[config.mk]
export PLATFORM = sky130hd
export DESIGN_NAME = tx_done_ring_writer
export DESIGN_NICKNAME = d
export VERILOG_FILES = /design/src/rtl/tdrw_pkg.sv /design/src/rtl/tdrw_ctrl.sv /design/src/rtl/tdrw_datapath.sv /design/src/rtl/tx_done_ring_writer.sv
export SDC_FILE = /design/constraint.sdc
export NUM_CORES = 1
export LEC_CHECK = 0
export BUFFER_PORTS_ARGS = -buffer_cell sky130_fd_sc_hd__buf_2
export CORE_UTILIZATION = 40
export DETAILED_ROUTE_END_ITERATION = 16
export GPL_TIMING_DRIVEN = 0
export PLACE_DENSITY = 0.59
export REMOVE_ABC_BUFFERS = 1
export SLEW_MARGIN = 20
export SYNTH_ARGS = -nofsm -noshare
export SYNTH_HDL_FRONTEND = slang
export SYNTH_SLANG_ARGS = --single-unit
[constraint.sdc]
create_clock -name clk -period 11.7 [get_ports clk]
set_input_delay 2.34 -clock clk [delete_from_list [all_inputs] [get_ports clk]]
set_output_delay 2.34 -clock clk [all_outputs]
set_load 0.005 [all_outputs]
[src/rtl/tdrw_pkg.sv]
package tdrw_pkg;
  localparam int RING_SLOTS  = 16;
  localparam int SLOT_W      = $clog2(RING_SLOTS);
  localparam int CNT_W       = SLOT_W + 1;
  localparam int ENTRY_BYTES = 8;
  localparam int BYTE_W      = $clog2(ENTRY_BYTES);
  localparam int ADDR_W      = SLOT_W + BYTE_W;
  localparam int REQ_BIT     = 7;
  localparam logic [7:0] DONE_MARK = 8'h01;

  // byte offsets inside one ring entry; the two marks bracket the entry
  localparam int OFS_MARK_A = 0;
  localparam int OFS_ID     = 1;
  localparam int OFS_STATUS = 2;
  localparam int OFS_RETRY  = 3;
  localparam int OFS_AIR_LO = 4;
  localparam int OFS_AIR_HI = 5;
  localparam int OFS_DELAY  = 6;
  localparam int OFS_MARK_B = ENTRY_BYTES - 1;

  typedef enum logic {ST_IDLE = 1'b0, ST_WRITE = 1'b1} wrState_t;

  typedef struct packed {
    logic              load;
    logic              we;
    logic [BYTE_W-1:0] byteSel;
    logic [SLOT_W-1:0] slot;
  } wrStrobe_t;
endpackage

[src/rtl/tdrw_ctrl.sv]
module tdrw_ctrl
  import tdrw_pkg::*;
(
  input  logic              clk,
  input  logic              rstN,
  input  logic              evValid,
  input  logic              evReqFlag,
  input  logic              relValid,
  input  logic [SLOT_W-1:0] relSlot,
  input  logic              aggMode,
  input  logic [CNT_W-1:0]  aggThresh,
  input  logic              irqAck,
  output logic              evReady,
  output logic              irq,
  output wrStrobe_t         strobe
);
  wrState_t          state;
  logic [SLOT_W-1:0] wrPtr;
  logic [BYTE_W-1:0] byteIdx;
  logic [RING_SLOTS-1:0] owned;
  logic [CNT_W-1:0]  pendCnt;

  logic             accept, startWrite, finishWrite, relHit, irqSet;
  logic [CNT_W-1:0] thrEff, pendNext;

  always_comb begin
    evReady     = (state == ST_IDLE) && !owned[wrPtr];
    accept      = evValid && evReady;
    startWrite  = accept && evReqFlag;
    finishWrite = (state == ST_WRITE) && (byteIdx == BYTE_W'(ENTRY_BYTES - 1));
    relHit      = relValid && owned[relSlot];
    if (aggThresh == '0)
      thrEff = CNT_W'(1);
    else if (aggThresh > CNT_W'(RING_SLOTS))
      thrEff = CNT_W'(RING_SLOTS);
    else
      thrEff = aggThresh;
    pendNext = pendCnt + CNT_W'(finishWrite) - CNT_W'(relHit);
    irqSet   = finishWrite && (!aggMode || (pendNext >= thrEff));
    strobe.load    = startWrite;
    strobe.we      = (state == ST_WRITE);
    strobe.byteSel = byteIdx;
    strobe.slot    = wrPtr;
  end

  always_ff @(posedge clk) begin
    if (!rstN) begin
      state   <= ST_IDLE;
      wrPtr   <= '0;
      byteIdx <= '0;
      owned   <= '0;
      pendCnt <= '0;
      irq     <= 1'b0;
    end else begin
      pendCnt <= pendNext;
      if (relHit) owned[relSlot] <= 1'b0;
      case (state)
        ST_IDLE: if (startWrite) begin
          state   <= ST_WRITE;
          byteIdx <= '0;
        end
        ST_WRITE: if (finishWrite) begin
          state        <= ST_IDLE;
          byteIdx      <= '0;
          owned[wrPtr] <= 1'b1;
          wrPtr        <= wrPtr + SLOT_W'(1);
        end else begin
          byteIdx <= byteIdx + BYTE_W'(1);
        end
        default: state <= ST_IDLE;
      endcase
      if (irqSet)      irq <= 1'b1;
      else if (irqAck) irq <= 1'b0;
    end
  end

  // a slot is never completed while the host still owns it
  assert_no_overwrite_R7: assert property (@(posedge clk) disable iff (!rstN)
    finishWrite |-> !owned[wrPtr]);

  // input held off while an entry is in flight
  assert_busy_stall_R6: assert property (@(posedge clk) disable iff (!rstN)
    strobe.we |-> !evReady);

  // the slot pointer only ever steps by one
  assert_ptr_step_R4: assert property (@(posedge clk) disable iff (!rstN)
    !$stable(wrPtr) |-> (wrPtr == $past(wrPtr) + SLOT_W'(1)));

  // interrupt rises only on completion of an entry
  assert_irq_cause_R9: assert property (@(posedge clk) disable iff (!rstN)
    $rose(irq) |-> $past(finishWrite));

  // level held until acknowledged
  assert_irq_hold_R12: assert property (@(posedge clk) disable iff (!rstN)
    (irq && !irqAck) |=> irq);
endmodule

[src/rtl/tdrw_datapath.sv]
module tdrw_datapath
  import tdrw_pkg::*;
(
  input  logic              clk,
  input  logic              rstN,
  input  wrStrobe_t         strobe,
  input  logic [7:0]        evId,
  input  logic [7:0]        evStatus,
  input  logic [7:0]        evRetries,
  input  logic [15:0]       evAirtime,
  input  logic [7:0]        evDelay,
  output logic              memWe,
  output logic [ADDR_W-1:0] memAddr,
  output logic [7:0]        memData
);
  logic [7:0]  idReg, statusReg, retryReg, delayReg;
  logic [15:0] airReg;
  logic [7:0]  entryByte [ENTRY_BYTES];

  always_ff @(posedge clk) begin
    if (!rstN) begin
      idReg     <= '0;
      statusReg <= '0;
      retryReg  <= '0;
      delayReg  <= '0;
      airReg    <= '0;
    end else if (strobe.load) begin
      idReg     <= evId;
      statusReg <= evStatus;
      retryReg  <= evRetries;
      delayReg  <= evDelay;
      airReg    <= evAirtime;
    end
  end

  always_comb begin
    for (int i = 0; i < ENTRY_BYTES; i++) entryByte[i] = 8'h00;
    entryByte[OFS_MARK_A] = DONE_MARK;
    entryByte[OFS_ID]     = idReg;
    entryByte[OFS_STATUS] = statusReg;
    entryByte[OFS_RETRY]  = retryReg;
    entryByte[OFS_AIR_LO] = airReg[7:0];
    entryByte[OFS_AIR_HI] = airReg[15:8];
    entryByte[OFS_DELAY]  = delayReg;
    entryByte[OFS_MARK_B] = DONE_MARK;
  end

  assign memWe   = strobe.we;
  assign memAddr = {strobe.slot, strobe.byteSel};
  assign memData = entryByte[strobe.byteSel];

  // an entry always opens with the first ownership mark
  assert_first_mark_R3: assert property (@(posedge clk) disable iff (!rstN)
    $rose(strobe.we) |-> (strobe.byteSel == '0 && memData == DONE_MARK));

  // captured fields do not move while the entry is written
  assert_fields_stable_R3: assert property (@(posedge clk) disable iff (!rstN)
    (strobe.we && $past(strobe.we)) |-> ($stable(idReg) && $stable(statusReg)));
endmodule

[src/rtl/tx_done_ring_writer.sv]
module tx_done_ring_writer
  import tdrw_pkg::*;
(
  input  logic              clk,
  input  logic              rstN,
  input  logic              evValid,
  output logic              evReady,
  input  logic [7:0]        evFlags,
  input  logic [7:0]        evId,
  input  logic [7:0]        evStatus,
  input  logic [7:0]        evRetries,
  input  logic [15:0]       evAirtime,
  input  logic [7:0]        evDelay,
  input  logic              relValid,
  input  logic [SLOT_W-1:0] relSlot,
  input  logic              aggMode,
  input  logic [CNT_W-1:0]  aggThresh,
  input  logic              irqAck,
  output logic              irq,
  output logic              memWe,
  output logic [ADDR_W-1:0] memAddr,
  output logic [7:0]        memData
);
  wrStrobe_t strobe;

  tdrw_ctrl u_ctrl (
    .clk       (clk),
    .rstN      (rstN),
    .evValid   (evValid),
    .evReqFlag (evFlags[REQ_BIT]),
    .relValid  (relValid),
    .relSlot   (relSlot),
    .aggMode   (aggMode),
    .aggThresh (aggThresh),
    .irqAck    (irqAck),
    .evReady   (evReady),
    .irq       (irq),
    .strobe    (strobe)
  );

  tdrw_datapath u_dp (
    .clk       (clk),
    .rstN      (rstN),
    .strobe    (strobe),
    .evId      (evId),
    .evStatus  (evStatus),
    .evRetries (evRetries),
    .evAirtime (evAirtime),
    .evDelay   (evDelay),
    .memWe     (memWe),
    .memAddr   (memAddr),
    .memData   (memData)
  );
endmodule

; After elaboration in Yosys (flattened, before gate mapping)
; Index checks and enable logic that the tools add are counted.
[op_classes]
addsub = 4
magnitude_cmp = 7
eq_ne = 2
n_mux = 25
bitwise_logic = 5
n_reduce_logical = 14
[ops]
columns = operator, n
row1 = $mux 16, 4
row2 = $bmux 8 s3, 1
row3 = $and 16x16->16, 1
row4 = $mux 8, 2
row5 = $not 16->16, 1
row6 = $or 16x16->16, 1
row7 = $lt 4x5->1 const B, 2
row8 = $mux 5, 2
row9 = $bmux 1 s4, 2
row10 = $demux 1 s4, 2
row11 = $ge 4x1->1 const B, 2
row12 = $logic_and 1x1->1, 8
row13 = $mux 1, 8
row14 = $mux 3, 2
row15 = $pmux 3 s2, 1
row16 = $add 5x1->5, 1
row17 = $ge 5x5->1, 1
row18 = $gt 5x5->1 const B, 1
row19 = $logic_not 5->1, 1
row20 = $sub 5x1->5, 1
row21 = $add 4x1->4 const B, 1
row22 = $ge 4x4->1 const B, 1
row23 = $not 3->4, 1
row24 = $add 3x1->3 const B, 1
row25 = other kinds (8), 9
[word_totals]
regBits = 78

; Depth between registers and ports, before layout
[logic_depth]
depth_word = 11
mapped_depth = 18

; Modules after synthesis
; A second synthesis with hierarchy kept.
[hier_totals]
hier_cells = 422
area_unflattened_um2 = 4170.2
[by_module_without_submodules]
columns = mod, n_inst, cells_per_inst, area_per_inst_um2
row1 = tdrw_datapath, 1, 214, 2299.7
row2 = tdrw_ctrl, 1, 208, 1870.5

; Least setup slack after synthesis
; Ideal clock, no wire load.
[synth_timing]
path_type = input port to flip-flop
from = in relSlot[0]
to = reg u_ctrl.irq
setup_time_ns = 0.124
t_arrival_ns = 5.279
required_ns = 11.576
path_slack_ns = 6.296
path_stages = 15
cell_sequence = clkbuf_1 > mux4_2 > nand4b_1 > o311ai_0 > ha_1 > inv_1 > ha_1 > inv_1 > fa_1 > inv_1 > ha_1 > a21o_1 > a21o_1 > a21oi_1 > o21ai_0
[synth_via]
elab_chain_cells = 8
elab_cells_between_ends = 9
cone_classes = add/sub (1) / order compare (1) / mux (3) / reduce/logical (4)
[synth_lines]
columns = item, line
row1 = "start, declared", tx_done_ring_writer.sv:15  ; input logic [SLOT_W-1:0] relSlot,
row2 = $bmux 1 s4 *, tdrw_ctrl.sv:31  ; relHit = relValid && owned[relSlot];
row3 = $mux 1 (not written as such) *, tdrw_ctrl.sv:31
row4 = $logic_and 1x1->1 *, tdrw_ctrl.sv:31
row5 = $sub 5x1->5 *, tdrw_ctrl.sv:38  ; pendNext = pendCnt + CNT_W'(finishWrite) - CNT_W'(relHit);
row6 = net u_ctrl.pendNext[1], tdrw_ctrl.sv:24  ; logic [CNT_W-1:0] thrEff, pendNext;
row7 = $ge 5x5->1 *, tdrw_ctrl.sv:39  ; irqSet = finishWrite && (!aggMode || (pendNext >= thrEff));
row8 = $logic_or 1x1->1 *, tdrw_ctrl.sv:39
row9 = $logic_and 1x1->1 *, tdrw_ctrl.sv:39
row10 = $mux 1 or $reduce_bool 2->1 (tied branches), n/a
row11 = "end signal, assigned", tdrw_ctrl.sv:53  ; irq <= 1'b0;
row12 = "end signal, assigned", tdrw_ctrl.sv:72  ; if (irqSet) irq <= 1'b1;
row13 = "end signal, assigned", tdrw_ctrl.sv:73  ; else if (irqAck) irq <= 1'b0;
row14 = "end, declared", tdrw_ctrl.sv:14  ; output logic irq,
; The timed path passes the listed nets; every way through them passes the cells marked *. The select of a mux whose other input is x is not followed.
; A chain may end at the register's enable or synchronous reset.

; Worst setup path in the final report
; Same ends and word-level chain as after synthesis.

==> impl_results.md <==
- Synth Area in Compound Gates: 18.08%
- Worst EP required: 11930 ps
- Reg2reg end: u_ctrl.irq$_SDFFE_PN0P_
- Power Density: 118.9 nW/um^2
- PortBufs: 81
- Global-route wire length before repair: 14610 um
- DR WL/cell: 13.45 um
- Crit Path Class: input pin to register
- Delay-heaviest family, CP: adder cells
- Remaining routing DRC violations: 0
- Worst Setup Start Kind: input pin
- Post-synth top flop: dfxtp_1
- # setup viols final: 0
- Clock buffer depth: 2
- Area delta synth->final: 17.33%
- Setup crit end kind: register
- Share of post-route cells with drive strength above 1: 21.67%
- Worst VDD drop: 0.00005632 V
- Number of global-route vias before repair: 3144
- Sum Neg Setup Slack: 0 ps
- Filler cells: 950
- TritonCTS clock tree: built
- Worst-path maximum fanout: 8
- Post-Synthesis Cells: 479
- CP cell instances: buf_2 -> mux4_2 -> nand4b_1 -> o311ai_0 -> ha_1 -> inv_1 -> ha_1 -> inv_1 -> fa_1 -> inv_1 -> a21o_1 -> a21oi_1 -> xnor2_1 -> ha_1 -> inv_1 -> a21oi_1 -> o21ai_0 -> o21ai_0
- Die area: 10300 um^2
- Synth Area in Simple Gates: 20.33%
- Clock root cell: clkbuf_8
- Reg-to-reg setup timing slack: 8040 ps
- Initial DRC Count: 134
- Routed via count: 3393
- Hold crit path type: register to register
- Mux cell area share after synthesis: 9.390%
- Worst path max stage delay: 520 ps
- Period utilization: 44.40%
- Outcome: complete, no violations
- Post-route cell area: 4643 um^2
- Rows: 35
- Clk sinks: 78
- Worst-margin pin slew: 1071 ps
- Area occupied by multi-input gates: 2182 um^2
- Largest net degree at the start of global routing: 87
- Crit path depth: 18
- Hold Buf Count CTS: 0
- Reg2reg start: u_ctrl.byteIdx[1]$_SDFFE_PN0P_
- Drt first pass iters: 4
- Mean Syn Cell Area: 8.262 um^2
- Pleak: 1.868 nW
- H-tree Lvls: 3
- Worst Setup SP: relSlot[0]
- Largest family of logic cells by synthesized area: simple AND/OR/NAND/NOR gates
- Fmax: 192.5 MHz
- Synth Area in XOR/XNOR: 1.549%
- Minimum clock period: 5195 ps
- Gpl congestion: 0.8478
- Clock-pin slew on the worst setup and hold paths: 80 ps
- Chip height: 101.5 um
- Synthesis Warnings: 0
- Post-Synthesis Cell Area: 3958 um^2
- Sequential share of the synthesized area: 39.46%
- Netlist cell types: 42
- Routed Antenna Nets: 0
- Via density: 5.072
- Total gr overflow: 0
- CP most frequent cell: inv_1
- Antenna violations before repair: 0
- Die Width: 101.5 um
- Setup repair bufs after CTS: 0
- MaxCap Viol Count: 0
- CTS buffer count: 9
- Post-synth ARST share: 0%
- Post-synth EDFFs: 0
- Flops & latches, synth: 78
- Skew-Pair Late Insertion Delay: 350 ps
- Reg area: 1562 um^2
- Gr usage total: 18.34%
- Fin nets: 623
- Buf/Inv on CP: 5
- Antenna cell count: 0
- CP Capture Point: u_ctrl.irq$_SDFFE_PN0P_
- Cells on worst reg2reg path: 16
- CP arrival: 5420 ps
- Slew HR: 28.50%
- Clk_skew: 10.50 ps
- Slew Limit Fails: 0
- Post_cts resized: 0
- Final wirelength: 8995 um
- Initial Util: 42.03%
- Worst hold margin: 456.2 ps
- Post-Synth Adder-Cell Area: 5.564%
- DP Area: 4428 um^2
- Hold Vio Cnt, Final: 0
- Slowest-stage cell, CP: mux4_2
- I/O pins: 89
- RSZ-0062 raised after global routing: no
- Core area: 9415 um^2
- Post-DP HPWL: 6102 um
==> kinds of logic after synthesis <==
logic type / after synthesis
AO/OA/AOI/OAI: 122
buffers and inverters: 56
AND/OR/NAND/NOR: 171
flip-flops: 78
XOR/XNOR: 7
multiplexers: 28
adder cells (fa/ha/maj): 17
==> area by class of cell <==
cell class                      count  share of cell area, %
Multi-Input combinational cell    345                  47.00
Sequential cell                    78                  33.63
Timing Repair Buffer               83                  9.809
Tap cell                          129                  3.476
Clock buffer                       12                  3.126
Clock inverter                      4                  1.509
Inverter                           18                  1.455
==> power by group <==
| part | switching (W) | internal, W | leakage (nW) |
|---|---|---|---|
| sequential | 0.00000689 | 0.000274 | 0.634 |
| combinational | 0.0000274 | 0.0000226 | 1.12 |
| clock | 0.0000953 | 0.000126 | 0.110 |
==> worst reg2reg max path, delay by kind of cell, from the launching register on <==
family / cells / cell delay [ps]
xor+xnor: 1 / 140
buf+inv: 4 / 400
compound gates: 5 / 500
fa+ha+maj: 5 / 1270
flops: 1 / 1030
simple gates: 1 / 180
==> metal layers <==
metal  track usage (%)  vias up  wire length (um)
met2             30.19       90              4156
met3             3.106       10               463
met1             23.98     1518              4273
li1                  -     1775                 -
met4             7.246        0               102
met5                 0        -                 0
==> placed cells by master (no fill, tap or decap), drive strengths merged, types with 2 or more instances in the layout <==
master / netlist / final
a21boi: 18 / 18
a21o: 4 / 4
a21oi: 19 / 19
a221oi: 7 / 7
and2: 9 / 9
and3: 2 / 2
and3b: 2 / 2
buf: 12 / 83
bufinv: 0 / 2
clkbuf: 26 / 12
clkinv: 1 / 3
dfxtp: 78 / 78
ha: 16 / 16
inv: 17 / 17
mux2: 13 / 13
mux2i: 9 / 9
mux4: 6 / 6
nand2: 75 / 75
nand2b: 4 / 4
nand3: 50 / 50
nand4: 3 / 3
nor2: 12 / 12
nor2b: 5 / 5
nor3: 3 / 3
nor3b: 3 / 3
o21ai: 68 / 68
xnor2: 7 / 7
==> flip-flops by register name, indices dropped and copies added, names as in the netlist, 3 cells and up <==
name / flops
u_ctrl.byteIdx: 3
u_dp.airReg: 16
u_dp.idReg: 8
u_ctrl.owned: 16
u_ctrl.wrPtr: 4
u_dp.statusReg: 8
u_dp.delayReg: 8
u_dp.retryReg: 8
u_ctrl.pendCnt: 5
==> metrics by stage <==
stage / utilization (%) / std cells / worst slack, ps / power (W)
2_1_floorplan: - / 441 / 6667 / 0.0003091
3_3_place_gp: 46.41 / 651 / 6123 / 0.0003347
3_5_place_dp: 47.03 / 653 / 6108 / 0.0003380
4_1_cts: 49.32 / 669 / 6472 / 0.0005588
5_1_grt: 49.32 / 669 / 6219 / 0.0005767
6_report: 49.32 / 669 / 6505 / 0.0005521
==> synth_stat cells (12+ instances only) <==
master / count / area [um^2]
a21boi_0: 18 / 135.1
clkbuf_1: 26 / 97.59
inv_1: 17 / 63.81
o21ai_1: 30 / 150.1
nand2_1: 75 / 281.5
mux2_2: 12 / 135.1
ha_1: 16 / 200.2
dfxtp_1: 78 / 1562
o21ai_0: 38 / 190.2
a21oi_1: 19 / 95.09
nor2_1: 12 / 45.04
nand3_1: 50 / 250.2
==> worst min-delay path by stage <==
stage | startpoint | endpoint | slack, ps | depth (start not counted)
after CTS | u_dp.retryReg[5]$_SDFFE_PN0P_ | u_dp.retryReg[5]$_SDFFE_PN0P_ | 460 | 2
after global routing | u_dp.retryReg[5]$_SDFFE_PN0P_ | u_dp.retryReg[5]$_SDFFE_PN0P_ | 470 | 2
final | u_dp.retryReg[7]$_SDFFE_PN0P_ | u_dp.retryReg[7]$_SDFFE_PN0P_ | 460 | 2
after detailed placement | u_dp.retryReg[5]$_SDFFE_PN0P_ | u_dp.retryReg[5]$_SDFFE_PN0P_ | 450 | 2
after global placement | u_dp.idReg[4]$_SDFFE_PN0P_ | u_dp.idReg[4]$_SDFFE_PN0P_ | 440 | 2
after floorplan | u_dp.delayReg[0]$_SDFFE_PN0P_ | u_dp.delayReg[0]$_SDFFE_PN0P_ | 430 | 2
Note: power is estimated with default switching activity, not from simulation.
